## src/rtl/ddrtrk_pkg.sv

```systemverilog
package ddrtrk_pkg;

    localparam int BA_W  = 2;
    localparam int NBANK = 1 << BA_W;

    typedef enum logic [3:0] {
        CMD_DESEL = 4'd0,
        CMD_NOP   = 4'd1,
        CMD_MRS   = 4'd2,
        CMD_EMRS  = 4'd3,
        CMD_REF   = 4'd4,
        CMD_SREF  = 4'd5,
        CMD_PRE   = 4'd6,
        CMD_PREA  = 4'd7,
        CMD_ACT   = 4'd8,
        CMD_WR    = 4'd9,
        CMD_RD    = 4'd10,
        CMD_BST   = 4'd11
    } cmd_e;

    typedef enum logic [1:0] {
        PWR_AWAKE  = 2'd0,
        PWR_PRE_PD = 2'd1,
        PWR_ACT_PD = 2'd2,
        PWR_SELF   = 2'd3
    } pwr_e;

    typedef enum logic [1:0] {
        BK_IDLE    = 2'd0,
        BK_OPEN    = 2'd1,
        BK_CLOSING = 2'd2
    } bank_e;

    typedef struct packed {
        cmd_e            kind;
        logic [BA_W-1:0] bank;
        logic            ap;
    } dec_t;

    // Commands that never need a legality check and never act
    function automatic logic is_quiet(cmd_e k);
        return (k == CMD_NOP) || (k == CMD_DESEL);
    endfunction

    // Commands that require every bank to be idle
    function automatic logic needs_all_idle(cmd_e k);
        return (k == CMD_MRS) || (k == CMD_EMRS) || (k == CMD_REF);
    endfunction

endpackage

```

## src/rtl/ddrtrk_decode.sv

```systemverilog
module ddrtrk_decode
    import ddrtrk_pkg::*;
(
    input  logic            cs_n,
    input  logic            ras_n,
    input  logic            cas_n,
    input  logic            we_n,
    input  logic [BA_W-1:0] ba,
    input  logic            ap,
    output dec_t            dec
);

    always_comb begin
        dec.bank = ba;
        dec.ap   = ap;
        if (cs_n) begin
            dec.kind = CMD_DESEL;
        end else begin
            unique case ({ras_n, cas_n, we_n})
                3'b000: begin
                    if (ba == BA_W'(0))      dec.kind = CMD_MRS;
                    else if (ba == BA_W'(1)) dec.kind = CMD_EMRS;
                    else                     dec.kind = CMD_NOP;
                end
                3'b001:  dec.kind = CMD_REF;
                3'b010:  dec.kind = ap ? CMD_PREA : CMD_PRE;
                3'b011:  dec.kind = CMD_ACT;
                3'b100:  dec.kind = CMD_WR;
                3'b101:  dec.kind = CMD_RD;
                3'b110:  dec.kind = CMD_BST;
                default: dec.kind = CMD_NOP;
            endcase
        end
    end

endmodule

```

## src/rtl/ddrtrk_bank.sv

```systemverilog
module ddrtrk_bank
    import ddrtrk_pkg::*;
#(
    parameter int ROW_W   = 13,
    parameter int TRP_CYC = 3
) (
    input  logic             clk,
    input  logic             rst,
    input  logic             open_req,
    input  logic             close_req,
    input  logic [ROW_W-1:0] row_in,
    output bank_e            st_o,
    output logic             idle_ok_o,
    output logic [ROW_W-1:0] row_o
);

    localparam int CNT_W = (TRP_CYC > 1) ? $clog2(TRP_CYC) : 1;

    bank_e            st_q;
    logic [CNT_W-1:0] cnt_q;
    logic [ROW_W-1:0] row_q;

    always_ff @(posedge clk) begin
        if (rst) begin
            st_q  <= BK_IDLE;
            cnt_q <= '0;
            row_q <= '0;
        end else begin
            unique case (st_q)
                BK_IDLE: begin
                    if (open_req) begin
                        st_q  <= BK_OPEN;
                        row_q <= row_in;
                    end
                end
                BK_OPEN: begin
                    if (close_req) begin
                        st_q  <= BK_CLOSING;
                        cnt_q <= CNT_W'(TRP_CYC - 1);
                    end
                end
                BK_CLOSING: begin
                    if (cnt_q == '0) begin
                        if (open_req) begin
                            st_q  <= BK_OPEN;
                            row_q <= row_in;
                        end else begin
                            st_q <= BK_IDLE;
                        end
                    end else begin
                        cnt_q <= cnt_q - CNT_W'(1);
                    end
                end
                default: st_q <= BK_IDLE;
            endcase
        end
    end

    // A closing bank whose window ends at this edge counts as idle
    assign idle_ok_o = (st_q == BK_IDLE) || ((st_q == BK_CLOSING) && (cnt_q == '0));
    assign st_o      = st_q;
    assign row_o     = row_q;

endmodule

```

## src/rtl/ddrtrk_power.sv

```systemverilog
module ddrtrk_power
    import ddrtrk_pkg::*;
(
    input  logic clk,
    input  logic rst,
    input  logic cke,
    input  logic sref_req,
    input  logic sref_ok,
    input  logic any_open,
    output pwr_e pwr_o,
    output logic run_o
);

    pwr_e pwr_q;

    always_ff @(posedge clk) begin
        if (rst) begin
            pwr_q <= PWR_AWAKE;
        end else if (pwr_q == PWR_AWAKE) begin
            if (!cke) begin
                if (sref_req && sref_ok) pwr_q <= PWR_SELF;
                else if (any_open)       pwr_q <= PWR_ACT_PD;
                else                     pwr_q <= PWR_PRE_PD;
            end
        end else if (cke) begin
            pwr_q <= PWR_AWAKE;
        end
    end

    assign pwr_o = pwr_q;
    assign run_o = (pwr_q == PWR_AWAKE) && cke;

endmodule

```

## src/rtl/ddr_cmd_tracker.sv

```systemverilog
module ddr_cmd_tracker
    import ddrtrk_pkg::*;
#(
    parameter int ADDR_W  = 13,
    parameter int ROW_W   = 13,
    parameter int AP_BIT  = 10,
    parameter int TRP_CYC = 3,
    parameter int MRD_CYC = 2
) (
    input  logic                        clk,
    input  logic                        rst,
    input  logic                        cke_i,
    input  logic                        cs_n_i,
    input  logic                        ras_n_i,
    input  logic                        cas_n_i,
    input  logic                        we_n_i,
    input  logic [1:0]                  ba_i,
    input  logic [ADDR_W-1:0]           addr_i,
    output logic [3:0]                  cmd_o,
    output logic [1:0]                  cmd_bank_o,
    output logic                        cmd_ap_o,
    output logic                        illegal_o,
    output logic [3:0]                  bank_open_o,
    output logic [3:0][ROW_W-1:0]       bank_row_o,
    output logic [1:0]                  pwr_o
);

    localparam int LK_W = (MRD_CYC > 1) ? $clog2(MRD_CYC) : 1;

    dec_t             dec;
    pwr_e             pwr;
    logic             run;
    logic             awake;
    bank_e            bst   [NBANK];
    logic [NBANK-1:0] idle_ok;
    logic [NBANK-1:0] is_open;
    logic [NBANK-1:0] open_req;
    logic [NBANK-1:0] close_req;
    logic             all_idle;
    logic             any_open;
    logic             locked;
    logic             sref_req;
    logic             sref_ok;
    logic             ill_c;
    logic             accept;
    cmd_e             eff_kind;
    logic [LK_W-1:0]  lock_q;
    cmd_e             cmd_q;
    logic [BA_W-1:0]  bank_q;
    logic             ap_q;
    logic             ill_q;

    ddrtrk_decode u_dec (
        .cs_n  (cs_n_i),
        .ras_n (ras_n_i),
        .cas_n (cas_n_i),
        .we_n  (we_n_i),
        .ba    (ba_i),
        .ap    (addr_i[AP_BIT]),
        .dec   (dec)
    );

    assign all_idle = &idle_ok;
    assign any_open = |is_open;
    assign locked   = (lock_q != '0);
    assign sref_req = (dec.kind == CMD_REF);
    assign sref_ok  = all_idle && !locked;

    ddrtrk_power u_pwr (
        .clk      (clk),
        .rst      (rst),
        .cke      (cke_i),
        .sref_req (sref_req),
        .sref_ok  (sref_ok),
        .any_open (any_open),
        .pwr_o    (pwr),
        .run_o    (run)
    );

    assign awake = (pwr == PWR_AWAKE);

    // Command that is reported and acted on at this edge
    always_comb begin
        if (!awake)      eff_kind = CMD_NOP;
        else if (!cke_i) eff_kind = sref_req ? CMD_SREF : CMD_NOP;
        else             eff_kind = dec.kind;
    end

    // Legality against lockout and bank state
    always_comb begin
        ill_c = 1'b0;
        if (run) begin
            if (locked && !is_quiet(dec.kind)) begin
                ill_c = 1'b1;
            end else if (needs_all_idle(dec.kind)) begin
                ill_c = !all_idle;
            end else if (dec.kind == CMD_ACT) begin
                ill_c = !idle_ok[dec.bank];
            end else if ((dec.kind == CMD_RD) || (dec.kind == CMD_WR)) begin
                ill_c = !is_open[dec.bank];
            end
        end else if (awake && !cke_i && sref_req) begin
            ill_c = !sref_ok;
        end
    end

    assign accept = run && !ill_c;

    for (genvar b = 0; b < NBANK; b++) begin : g_bank
        logic hit;
        logic rw;
        logic [ROW_W-1:0] row_w;

        assign hit = (dec.bank == BA_W'(b));
        assign rw  = (dec.kind == CMD_RD) || (dec.kind == CMD_WR);
        assign open_req[b]  = accept && (dec.kind == CMD_ACT) && hit;
        assign close_req[b] = accept && (((dec.kind == CMD_PRE) && hit) ||
                                         (dec.kind == CMD_PREA) ||
                                         (rw && dec.ap && hit));

        ddrtrk_bank #(
            .ROW_W   (ROW_W),
            .TRP_CYC (TRP_CYC)
        ) u_bank (
            .clk       (clk),
            .rst       (rst),
            .open_req  (open_req[b]),
            .close_req (close_req[b]),
            .row_in    (addr_i[ROW_W-1:0]),
            .st_o      (bst[b]),
            .idle_ok_o (idle_ok[b]),
            .row_o     (row_w)
        );

        assign is_open[b]     = (bst[b] == BK_OPEN);
        assign bank_row_o[b]  = row_w;
        assign bank_open_o[b] = is_open[b];
    end

    always_ff @(posedge clk) begin
        if (rst) begin
            lock_q <= '0;
        end else if (accept && ((dec.kind == CMD_MRS) || (dec.kind == CMD_EMRS))) begin
            lock_q <= LK_W'(MRD_CYC - 1);
        end else if (locked) begin
            lock_q <= lock_q - LK_W'(1);
        end
    end

    always_ff @(posedge clk) begin
        if (rst) begin
            cmd_q  <= CMD_NOP;
            bank_q <= '0;
            ap_q   <= 1'b0;
            ill_q  <= 1'b0;
        end else begin
            cmd_q  <= eff_kind;
            bank_q <= ba_i;
            ap_q   <= addr_i[AP_BIT];
            ill_q  <= ill_c;
        end
    end

    assign cmd_o      = cmd_q;
    assign cmd_bank_o = bank_q;
    assign cmd_ap_o   = ap_q;
    assign illegal_o  = ill_q;
    assign pwr_o      = pwr;

endmodule

```

## config.mk

```make
export PLATFORM = sky130hd
export DESIGN_NAME = ddr_cmd_tracker
export DESIGN_NICKNAME = d
export VERILOG_FILES = /design/src/rtl/ddrtrk_pkg.sv /design/src/rtl/ddrtrk_decode.sv /design/src/rtl/ddrtrk_bank.sv /design/src/rtl/ddrtrk_power.sv /design/src/rtl/ddr_cmd_tracker.sv
export SDC_FILE = /design/constraint.sdc
export NUM_CORES = 1
export LEC_CHECK = 0
export ABC_AREA = 1
export CORE_MARGIN = 4
export CORE_UTILIZATION = 49
export DETAILED_ROUTE_END_ITERATION = 8
export PLACE_DENSITY = 0.84
export SYNTH_ARGS = -nofsm -noshare
export SYNTH_HDL_FRONTEND = slang
export SYNTH_SLANG_ARGS = --single-unit
```

## constraint.sdc

```tcl
create_clock -name clk -period 2.8 [get_ports clk]
set_input_delay 0.56 -clock clk [delete_from_list [all_inputs] [get_ports clk]]
set_output_delay 0.56 -clock clk [all_outputs]
set_load 0.005 [all_outputs]
```

# ---- Word level (Yosys, flattened, before mapping)
# Cells that the tools add are included.
dict set report word_totals {
  register_bits 79
  in_bits 22
  out_inout_bits 66
  word_cells 223
}
dict set report op_classes {
  addsub 5
  order_cmp 1
  n_eq_ne 43
  muxes 64
  bitwise 1
  reduce_logical 91
}
# operator count
set op_table {}
lappend op_table {{two-way mux 13 bit} 8}
lappend op_table {{one-hot mux 13 bit (2 select lines)} 4}
lappend op_table {{two-way mux 2 bit} 22}
lappend op_table {{logical AND 1 bit} 30}
lappend op_table {{one-hot mux 4 bit (7 select lines)} 1}
lappend op_table {{one-hot mux 2 bit (3 select lines)} 4}
lappend op_table {{AND reduction 3 bit} 8}
lappend op_table {{logical NOT 2 bit} 10}
lappend op_table {{inequality test 2 bit (second input constant)} 9}
lappend op_table {{nonzero test 2 bit} 9}
lappend op_table {{logical OR 1 bit} 16}
lappend op_table {{inequality test 2 x 1 -> 1 bit (second input constant)} 8}
lappend op_table {{one-hot mux 2 bit (2 select lines)} 4}
lappend op_table {{two-way mux 1 bit} 15}
lappend op_table {{equality test 2 bit (second input constant)} 6}
lappend op_table {{equality test 4 x 3 -> 1 bit (second input constant)} 3}
lappend op_table {{equality test 4 bit (second input constant)} 3}
lappend op_table {{two-way mux 4 bit} 3}
lappend op_table {{equality test 2 x 1 -> 1 bit (second input constant)} 5}
lappend op_table {{AND reduction 2 bit} 5}
lappend op_table {{equality test 3 bit (second input constant)} 3}
lappend op_table {{equality test 4 x 2 -> 1 bit (second input constant)} 2}
lappend op_table {{logical NOT 1 bit} 8}
lappend op_table {{subtractor 2 x 1 -> 2 bit (second input constant)} 4}
lappend op_table {{other kinds (13)} 15}

# ---- Depth between registers and ports, before layout
# Gate-level depths: netlist of the first run.
dict set report logic_depth {
  word_depth 19
  ltp_mapped 17
  depth_no_buf 17
}

# ---- Hierarchy
# From an unflattened synthesis of the first run, not the netlist that was laid out.
dict set report hier_totals {
  hier_cells 568
  hier_area_um2 4103.9
}
# module instances cells_per_inst area_each_um2 seq_area_each_um2
set modules_own_cells {}
lappend modules_own_cells {ddrtrk_bank 4 102 805.8 340.3}
lappend modules_own_cells {ddr_cmd_tracker 1 118 656.9 180.2}
lappend modules_own_cells {ddrtrk_decode 1 27 126.4 0.0}
lappend modules_own_cells {ddrtrk_power 1 15 97.6 40.0}

# ---- Worst setup path before layout of the first run
# Ideal clock, no wire load.
dict set report synth_timing {
  kind {input-to-reg}
  from {in ras_n_i}
  to {reg g_bank[2].u_bank.row_q[10]}
  setup_ns 0.113
  arrival_time_ns 2.090
  setup_slack_ns 0.597
  cell_stages 17
  path_buffers 1
  path_cell_list {inv_2 > nand2_2 > nor2_1 > nand2_2 > nand2_1 > inv_2 > nand2_1 > nand2_1 > nand2_1 > nand2_1 > nor2_4 > nand4_2 > nor3_4 > buf_6 > nand2_1 > nand2_1 > nor2_1}
}
dict set report synth_between {
  elab_chain_len 17
}
# item line
set synth_lines {}
lappend synth_lines {{start: declaration} ddr_cmd_tracker.sv:14} ;# input logic ras_n_i,
lappend synth_lines {{equality test 3 bit (tied with other cells)} ddrtrk_decode.sv:19} ;# unique case ({ras_n, cas_n, we_n})
lappend synth_lines {{one-hot mux 4 bit (7 select lines) (*)} ddrtrk_decode.sv:19}
lappend synth_lines {{two-way mux 4 bit (*)} ddrtrk_decode.sv:16} ;# if (cs_n) begin
lappend synth_lines {{equality test 4 bit} ddr_cmd_tracker.sv:99} ;# end else if ((dec.kind == CMD_RD) || (dec.kind == CMD_WR)) begin
lappend synth_lines {{logical OR 1 bit} ddr_cmd_tracker.sv:99}
lappend synth_lines {{two-way mux 1 bit} ddr_cmd_tracker.sv:99}
lappend synth_lines {{two-way mux 1 bit} ddr_cmd_tracker.sv:97} ;# end else if (dec.kind == CMD_ACT) begin
lappend synth_lines {{two-way mux 1 bit} ddr_cmd_tracker.sv:95} ;# end else if (needs_all_idle(dec.kind)) begin
lappend synth_lines {{two-way mux 1 bit} ddr_cmd_tracker.sv:93} ;# if (locked && !is_quiet(dec.kind)) begin
lappend synth_lines {{two-way mux 1 bit} ddr_cmd_tracker.sv:92} ;# if (run) begin
lappend synth_lines {{logical NOT 1 bit} ddr_cmd_tracker.sv:107} ;# assign accept = run && !ill_c;
lappend synth_lines {{logical AND 1 bit} ddr_cmd_tracker.sv:107}
lappend synth_lines {{logical AND 1 bit (*) (2 in series)} ddr_cmd_tracker.sv:116} ;# assign open_req[b] = accept && (dec.kind == CMD_ACT) && hit;
lappend synth_lines {{two-way mux 13 bit (*)} --}
lappend synth_lines {{two-way mux 13 bit} --}
lappend synth_lines {{one-hot mux 13 bit (2 select lines) (*)} --}
lappend synth_lines {{end signal: assignment} ddrtrk_bank.sv:33} ;# row_q <= row_in;
lappend synth_lines {{end signal: assignment} ddrtrk_bank.sv:46} ;# row_q <= row_in;
lappend synth_lines {{end: declaration} ddrtrk_bank.sv:21} ;# logic [ROW_W-1:0] row_q;
# Mark *: on every way between the ends. The rest lies on a longest branch, timed or not. The select of a mux whose other input is x is not followed.
# A chain may end at the register's enable or synchronous reset.

# ---- Final worst setup path of the first run
dict set report layout_timing {
  from {in cas_n_i}
  to {reg g_bank[1].u_bank.st_q[0]}
}
dict set report layout_between {
  elab_chain_len 17
}
# item line
set layout_lines {}
lappend layout_lines {{start: declaration} ddr_cmd_tracker.sv:15} ;# input logic cas_n_i,
lappend layout_lines {{equality test 3 bit (tied with other cells)} ddrtrk_decode.sv:19}
lappend layout_lines {{one-hot mux 4 bit (7 select lines) (*)} ddrtrk_decode.sv:19}
lappend layout_lines {{two-way mux 4 bit (*)} ddrtrk_decode.sv:16}
lappend layout_lines {{equality test 4 bit} {ddr_cmd_tracker.sv:99, ddr_cmd_tracker.sv:115}}
lappend layout_lines {{logical OR 1 bit} {ddr_cmd_tracker.sv:99, ddr_cmd_tracker.sv:115}}
lappend layout_lines {{two-way mux 1 bit} ddr_cmd_tracker.sv:99}
lappend layout_lines {{two-way mux 1 bit} ddr_cmd_tracker.sv:97}
lappend layout_lines {{two-way mux 1 bit} ddr_cmd_tracker.sv:95}
lappend layout_lines {{two-way mux 1 bit} ddr_cmd_tracker.sv:93}
lappend layout_lines {{two-way mux 1 bit} ddr_cmd_tracker.sv:92}
lappend layout_lines {{logical NOT 1 bit} ddr_cmd_tracker.sv:107}
lappend layout_lines {{logical AND 1 bit} ddr_cmd_tracker.sv:107}
lappend layout_lines {{logical AND 1 bit (2 in series)} ddr_cmd_tracker.sv:116}
lappend layout_lines {{two-way mux 1 bit} ddrtrk_bank.sv:44} ;# if (open_req) begin
lappend layout_lines {{two-way mux 2 bit} ddrtrk_bank.sv:43} ;# if (cnt_q == '0) begin
lappend layout_lines {{one-hot mux 2 bit (3 select lines)} ddrtrk_bank.sv:29} ;# unique case (st_q)
lappend layout_lines {{end signal: assignment} ddrtrk_bank.sv:32} ;# st_q <= BK_OPEN;
lappend layout_lines {{end signal: assignment} ddrtrk_bank.sv:45} ;# st_q <= BK_OPEN;
lappend layout_lines {{end signal: assignment} ddrtrk_bank.sv:48} ;# st_q <= BK_IDLE;
lappend layout_lines {{end: declaration} ddrtrk_bank.sv:19} ;# bank_e st_q;
# Marked as above.

==> results of run 1 <==
state kept, by name, summed over array words and instances (netlist names):
| signal | cells |
|---|---|
| g_bank.u_bank.row_o | 52 |
| g_bank.u_bank.cnt_q | 8 |
| g_bank.u_bank.st_o | 8 |
| cmd_o | 4 |
| cmd_bank_o | 2 |
| u_pwr.pwr_o | 2 |
| cmd_ap_o | 1 |
| illegal_o | 1 |
| lock_q | 1 |
worst paths after layout:
path / to
worst max register to register: g_bank[1].u_bank.st_o[0]
worst min-delay path: g_bank[3].u_bank.cnt_q[1]
worst min register to register: g_bank[3].u_bank.cnt_q[1]
worst max-delay path: g_bank[1].u_bank.st_o[0]
logic make-up (layout without fill, tap and decap cells):
family,after synthesis,after routing,share of synthesized area [%]
fa+ha+maj,18,18,5.91
compound gates,87,87,12.4
buf+inv,93,198,10.1
simple gates,253,253,30.0
flops,79,79,41.5
routing by layer:
metal / track usage (%) / routed length, µm / up-vias
met4: 8.29 / 181 / 0
met3: 3.52 / 503 / 20
met5: 0 / 0 / -
met2: 34.4 / 4820 / 120
li1: - / - / 1858
met1: 26.0 / 4070 / 1665
power groups by stage:
stage / sequential (W) / combinational, W / clock (W)
finish: 0.00130 / 0.00129 / 0.000899
global placement: 0.00131 / 0.00121 / 0
global route: 0.00131 / 0.00145 / 0.000950
detailed placement: 0.00132 / 0.00127 / 0
CTS: 0.00129 / 0.00128 / 0.000910
floorplan: 0.00131 / 0.000868 / 0
per-stage QoR:
step	hold slack, ns	area, µm²
detailed placement	0.465	4900
global placement	0.449	4900
floorplan	0.440	3810
finish	0.473	5110
CTS	0.477	5110
global route	0.494	5110
cells in the final DEF, fill, tap and decap left out, types with 3 or more instances in the layout:
| master | netlist | layout |
|---|---|---|
| clkbuf_8 | 0 | 9 |
| nand2_2 | 3 | 3 |
| a21oi_1 | 42 | 42 |
| nor2_4 | 4 | 4 |
| nand3_4 | 3 | 3 |
| clkdlybuf4s50_1 | 0 | 87 |
| o21ai_1 | 14 | 14 |
| nand3_1 | 18 | 18 |
| buf_4 | 1 | 13 |
| ha_1 | 18 | 18 |
| dfxtp_1 | 79 | 79 |
| inv_1 | 67 | 67 |
| nor2_1 | 88 | 88 |
| nand4_2 | 3 | 3 |
| o21ai_0 | 20 | 20 |
| inv_2 | 9 | 9 |
| nand4_1 | 6 | 6 |
| o21bai_1 | 4 | 4 |
| nand2_1 | 120 | 120 |
| buf_12 | 0 | 5 |
worst max-delay path, cell delays in order:
cell,delay (ns)
clkdlybuf4s50_1,0.54
nand2_1,0.14
nand2_2,0.08
nor2_1,0.16
nand2_2,0.08
nand2_1,0.07
inv_2,0.04
nand2_1,0.06
nand2_1,0.08
a21oi_1,0.14
nand3_1,0.18
o21bai_1,0.30
nand3_1,0.21
a21oi_1,0.18
nor2_1,0.06
layout make-up:
type / instances / area, µm² / share of cell area (%)
Sequential cell: 79 / 1580 / 30.9
Inverter: 77 / 289 / 5.65
Clock buffer: 9 / 124 / 2.42
Multi-Input combinational cell: 358 / 1840 / 36.0
Tap cell: 99 / 124 / 2.42
Timing Repair Buffer: 105 / 1070 / 20.9
Clock inverter: 7 / 86.3 / 1.69
==> out/metrics.yaml, run 1 <==
status: "complete, no violations"
synth-async-reset-ratio_pct: 0
cp_max_fo: 6
slew_violations: 0
die_h_um: 96.2
min_path_type: "register to register"
min_path_cells: 2
critPathCaptureType: "register"
arrival_ns: 2.89
cts-resized-gates: 0
vias: 3663
core_region_area_um2: 7410
synth_edf_count: 0
p_seq_share_pct: 37.2
ys_warn_count: 0
crit_start: "cas_n_i"
maxCapViolCount: 0
clkLatencyLatePin_ns: 0.35
dp_hpwl_mm: 7.22
initialDrtViolationCount: 211
yosysMostFrequentCell: "nand2_1"
min_from: "g_bank[3].u_bank.cnt_q[1]"
wl_per_cell_um: 13.0
rows: 31
syn_area_um2: 3810
synth_ff_type: "dfxtp_1"
rsz0062_at_grt: "false"
peakVddDrop_uv: 353
clock_skew_ns: 0.0112
hold_viol: 0
yosysUniqueCellTypes: 34
hold_buffers: 0
share_comb_of_total_power_pct: 37.0
synth_fp_nets: 570
synth_seq_cells: 79
power_switching_w: 0.00131
synthCells: 530
overflow: 0
areaGrowthSynthToFinish_pct: 34.3
diodes: 0
layoutNonFillerInstCount: 734
antenna_found_initial: 0
htreeDepth: 3
grt_usage_pct: 20.5
finalPower_w: 0.00348
cts_buffer_depth: 2
ys_seq_area_share_pct: 41.5
drive_above_1_share_pct: 10.1
clkPwrFrac_pct: 25.8
setup_ws_ns: 0.160
crit_type: "input pin to register"
post_cts_buffers: 0
finalCritPeriodShare_pct: 94.3
place_inst: 718
die_area_um2: 9250
totalWireLength_mm: 9.57
yosys.area.top_type: "dfxtp_1"
gp_congestion: 0.977
clock-sinks: 79
fp.dieW_um: 96.2
antenna_left: 0
path_clk_slew_ns: 0.09
tns_ns: 0
nets: 670
firstDrtPassIters: 5
tightest_slew_ns: 0.382
grt_pass1_wl_mm: 14.9
start_util_pct: 51.4
slew_headroom_pct: 73.9
synthTopCellsByCount: "nand2_1, nor2_1, dfxtp_1"
cts_tree: "built"
worst_ep_required_time_ns: 3.05
fin_util_pct: 69.0
ioPinCount: 88
setup.worst_path.start_class: "input pin"
fmax_mhz: 379
io_buffers: 87
r2r_start: "g_bank[2].u_bank.st_o[0]"
setup_viol: 0
power_leakage_nw: 2.25
cts_made_buffers: 9
place_ws_ns: -0.173
power.internal_w: 0.00217
switching_share_pct: 37.7
remaining_drc_errors: 0
grt_max_degree: 53
post-route-min-period_ns: 2.64
grt_pass1_vias: 3338
n_fill_cell: 591
synth_top_area_share_pct: 41.5
rr_worst_depth: 11
synth_area_leaders: "dfxtp_1, nand2_1, nor2_1"
r2r_slack_ns: 0.39
viasPerCell: 4.99
pwr_density_cell_nw_per_um2: 681
syn_avg_cell_area_um2: 7.19
cts_root_buf: "clkbuf_8"
Power figures use the tool's default switching activity.
==> run 2, diff against run 1 <==
CELL_PAD_IN_SITES_DETAIL_PLACEMENT = 1   (was not set)
CELL_PAD_IN_SITES_GLOBAL_PLACEMENT = 2   (was not set)
CORE_UTILIZATION = 27   (was 49)
GPL_ROUTABILITY_DRIVEN = 1   (was not set)
==> run 2 against run 1 <==
  * Cell count rose by 12%
  * Die area rose by 74%
  * Sequential share of layout area fell by 1.4 points
  * Global-route usage fell by 5.9 points
  * Final area rose by 4.9%
  * Total power rose by 11%
  * First-iteration DRC count fell by 49%
  * Sequential power barely moved
  * Combinational power barely moved
  * Clock-buffer cell count did not move
  * Clock power rose by 39%
  * Critical endpoint is now g_bank[0].u_bank.row_o[3]
  * Largest cell class unchanged
  * Largest power group is now combinational cells
  * Highest routed layer unchanged
==> out/metrics.yaml, run 2 (synthesized netlist as in run 1, its figures left out) <==
status: "complete, no violations"
place_inst: 806
layoutNonFillerInstCount: 822
slowest_delay_ns: 0.52
die_h_um: 127
initialDrtViolationCount: 108
arrival_ns: 2.80
min_path_type: "register to register"
ioPinCount: 88
peakVddDrop_uv: 314
fp.dieW_um: 127
cts_tree: "built"
io_buffers: 87
gr-usage-met2_pct: 23.8
slew_violations: 0
cts_root_buf: "clkbuf_16"
crit_buf_inv: 3
use_met1_pct: 18.9
mostFrequentLayoutCell: "nand2_1"
htreeDepth: 3
gr-max-usage-layer: "met2"
slew_headroom_pct: 58.5
rsz0062_at_grt: "false"
power_leakage_nw: 2.34
drive_above_1_share_pct: 11.4
start_util_pct: 27.6
clock-sinks: 79
setup_viol: 0
n_fill_cell: 1709
core_region_area_um2: 13800
finalCritPeriodShare_pct: 90.2
grt_usage_pct: 14.6
cts_buffer_depth: 2
tightest_slew_ns: 0.617
diodes: 0
holdWs_ns: 0.465
largest_reg_flops: 52
use_met3_pct: 2.82
min_from: "g_bank[2].u_bank.cnt_q[0]"
grt_pass1_wl_mm: 18.9
switching_share_pct: 36.3
vias: 3637
viasPerCell: 4.42
overflow: 0
worst_ep_required_time_ns: 3.08
path_clk_slew_ns: 0.07
p_seq_share_pct: 33.6
wl_per_cell_um: 14.0
slowest_stage: "clkdlybuf4s50_1"
grt_pass1_vias: 3759
remaining_drc_errors: 0
setup.worst_path.start_class: "input pin"
cp_top_family: "simple AND/OR/NAND/NOR gates"
antenna_left: 0
pwr_density_cell_nw_per_um2: 721
antenna_found_initial: 0
gp_congestion: 0.820
post-route-min-period_ns: 2.52
cp_max_fo: 26
fin_util_pct: 38.8
r2r_start: "g_bank[2].u_bank.st_o[0]"
rows: 43
min_path_cells: 2
die_area_um2: 16100
path_cells: "clkdlybuf4s50_1, inv_2, o21ai_2, nand3_4, nand3_1, nand2_1, nand2_1, nand2_1, nor2_4, nand4_2, nor2_4, buf_12, o21ai_0, a21oi_1"
critPathCaptureType: "register"
holdPathEnd: "g_bank[2].u_bank.cnt_q[0]"
clock_skew_ns: 0.00899
firstDrtPassIters: 4
clkPwrFrac_pct: 32.2
clkLatencyLatePin_ns: 0.35
hold_buffers: 0
share_comb_of_total_power_pct: 34.2
power_switching_w: 0.00141
power.internal_w: 0.00247
hold_viol: 0
grt_max_degree: 62
mostFrequentLayoutCells: "nand2_1, nor2_1, clkdlybuf4s50_1, dfxtp_1, inv_1"
crit_type: "input pin to register"
rr_worst_depth: 13
fmax_mhz: 396
cts_made_buffers: 9
r2r-end: "g_bank[0].u_bank.row_o[3]"
nets: 677
r2r_slack_ns: 0.39
areaGrowthSynthToFinish_pct: 40.9
maxCapViolCount: 0
cpMostUsedCell: "nand2_1"
dp_hpwl_mm: 8.85
totalWireLength_mm: 11.5
-- run 2: worst max path at each step --
stage,from,slack [ns],cells after the start,endpoint
floorplan,ras_n_i,0.60,17,g_bank[2].u_bank.row_o[10]
global placement,cas_n_i,-0.06,18,g_bank[2].u_bank.row_o[1]
detailed placement,cas_n_i,-0.19,16,g_bank[0].u_bank.st_o[0]
CTS,cas_n_i,0.18,16,g_bank[0].u_bank.st_o[0]
global route,ras_n_i,0.01,15,g_bank[1].u_bank.st_o[1]
finish,ras_n_i,0.28,14,g_bank[0].u_bank.row_o[3]
-- run 2: cell type report --
class	instances	area (µm²)	area share, %
Timing Repair Buffer	112	1110	20.7
Clock buffer	9	225	4.20
Inverter	77	289	5.39
Clock inverter	7	83.8	1.56
Sequential cell	79	1580	29.5
Tap cell	180	225	4.20
Multi-Input combinational cell	358	1850	34.5
-- run 2: power groups by stage --
stage	combinational [W]	sequential [W]	clock, W
floorplan	0.000868	0.00131	0
global placement	0.00127	0.00132	0
detailed placement	0.00133	0.00133	0
CTS	0.00134	0.00130	0.00128
global route	0.00152	0.00132	0.00133
finish	0.00132	0.00130	0.00125
-- run 2: routing by layer --
layer  up-vias  part of all wire (%)
met1      1704                    47
met5         -                     0
li1       1875                     -
met3        18                   2.5
met4         0                   1.9
met2        40                    48
-- run 2: repair_timing --
action,4_1_cts,5_1_grt
hold endpoints to repair,0,0
setup endpoints to repair,0,13
buffers inserted,0,0
gates resized for setup,0,3
-- run 2: metrics by stage --
step	setup TNS, ns	worst slack [ns]	total power (W)	cell area, µm²
3_5_place_dp	-6.53	-0.185	0.00266	5050
6_report	0	0.276	0.00387	5370
3_3_place_gp	-2.01	-0.0554	0.00259	5050
4_1_cts	0	0.177	0.00392	5360
2_1_floorplan	0	0.597	0.00218	3810
5_1_grt	0	0.0102	0.00416	5370
-- run 2: worst min-delay path, delay by kind of cell (launching register included) --
| family | cells | cell delay (ns) |
|---|---|---|
| simple gates | 1 | 0.06 |
| flops | 1 | 0.31 |
| compound gates | 1 | 0.05 |
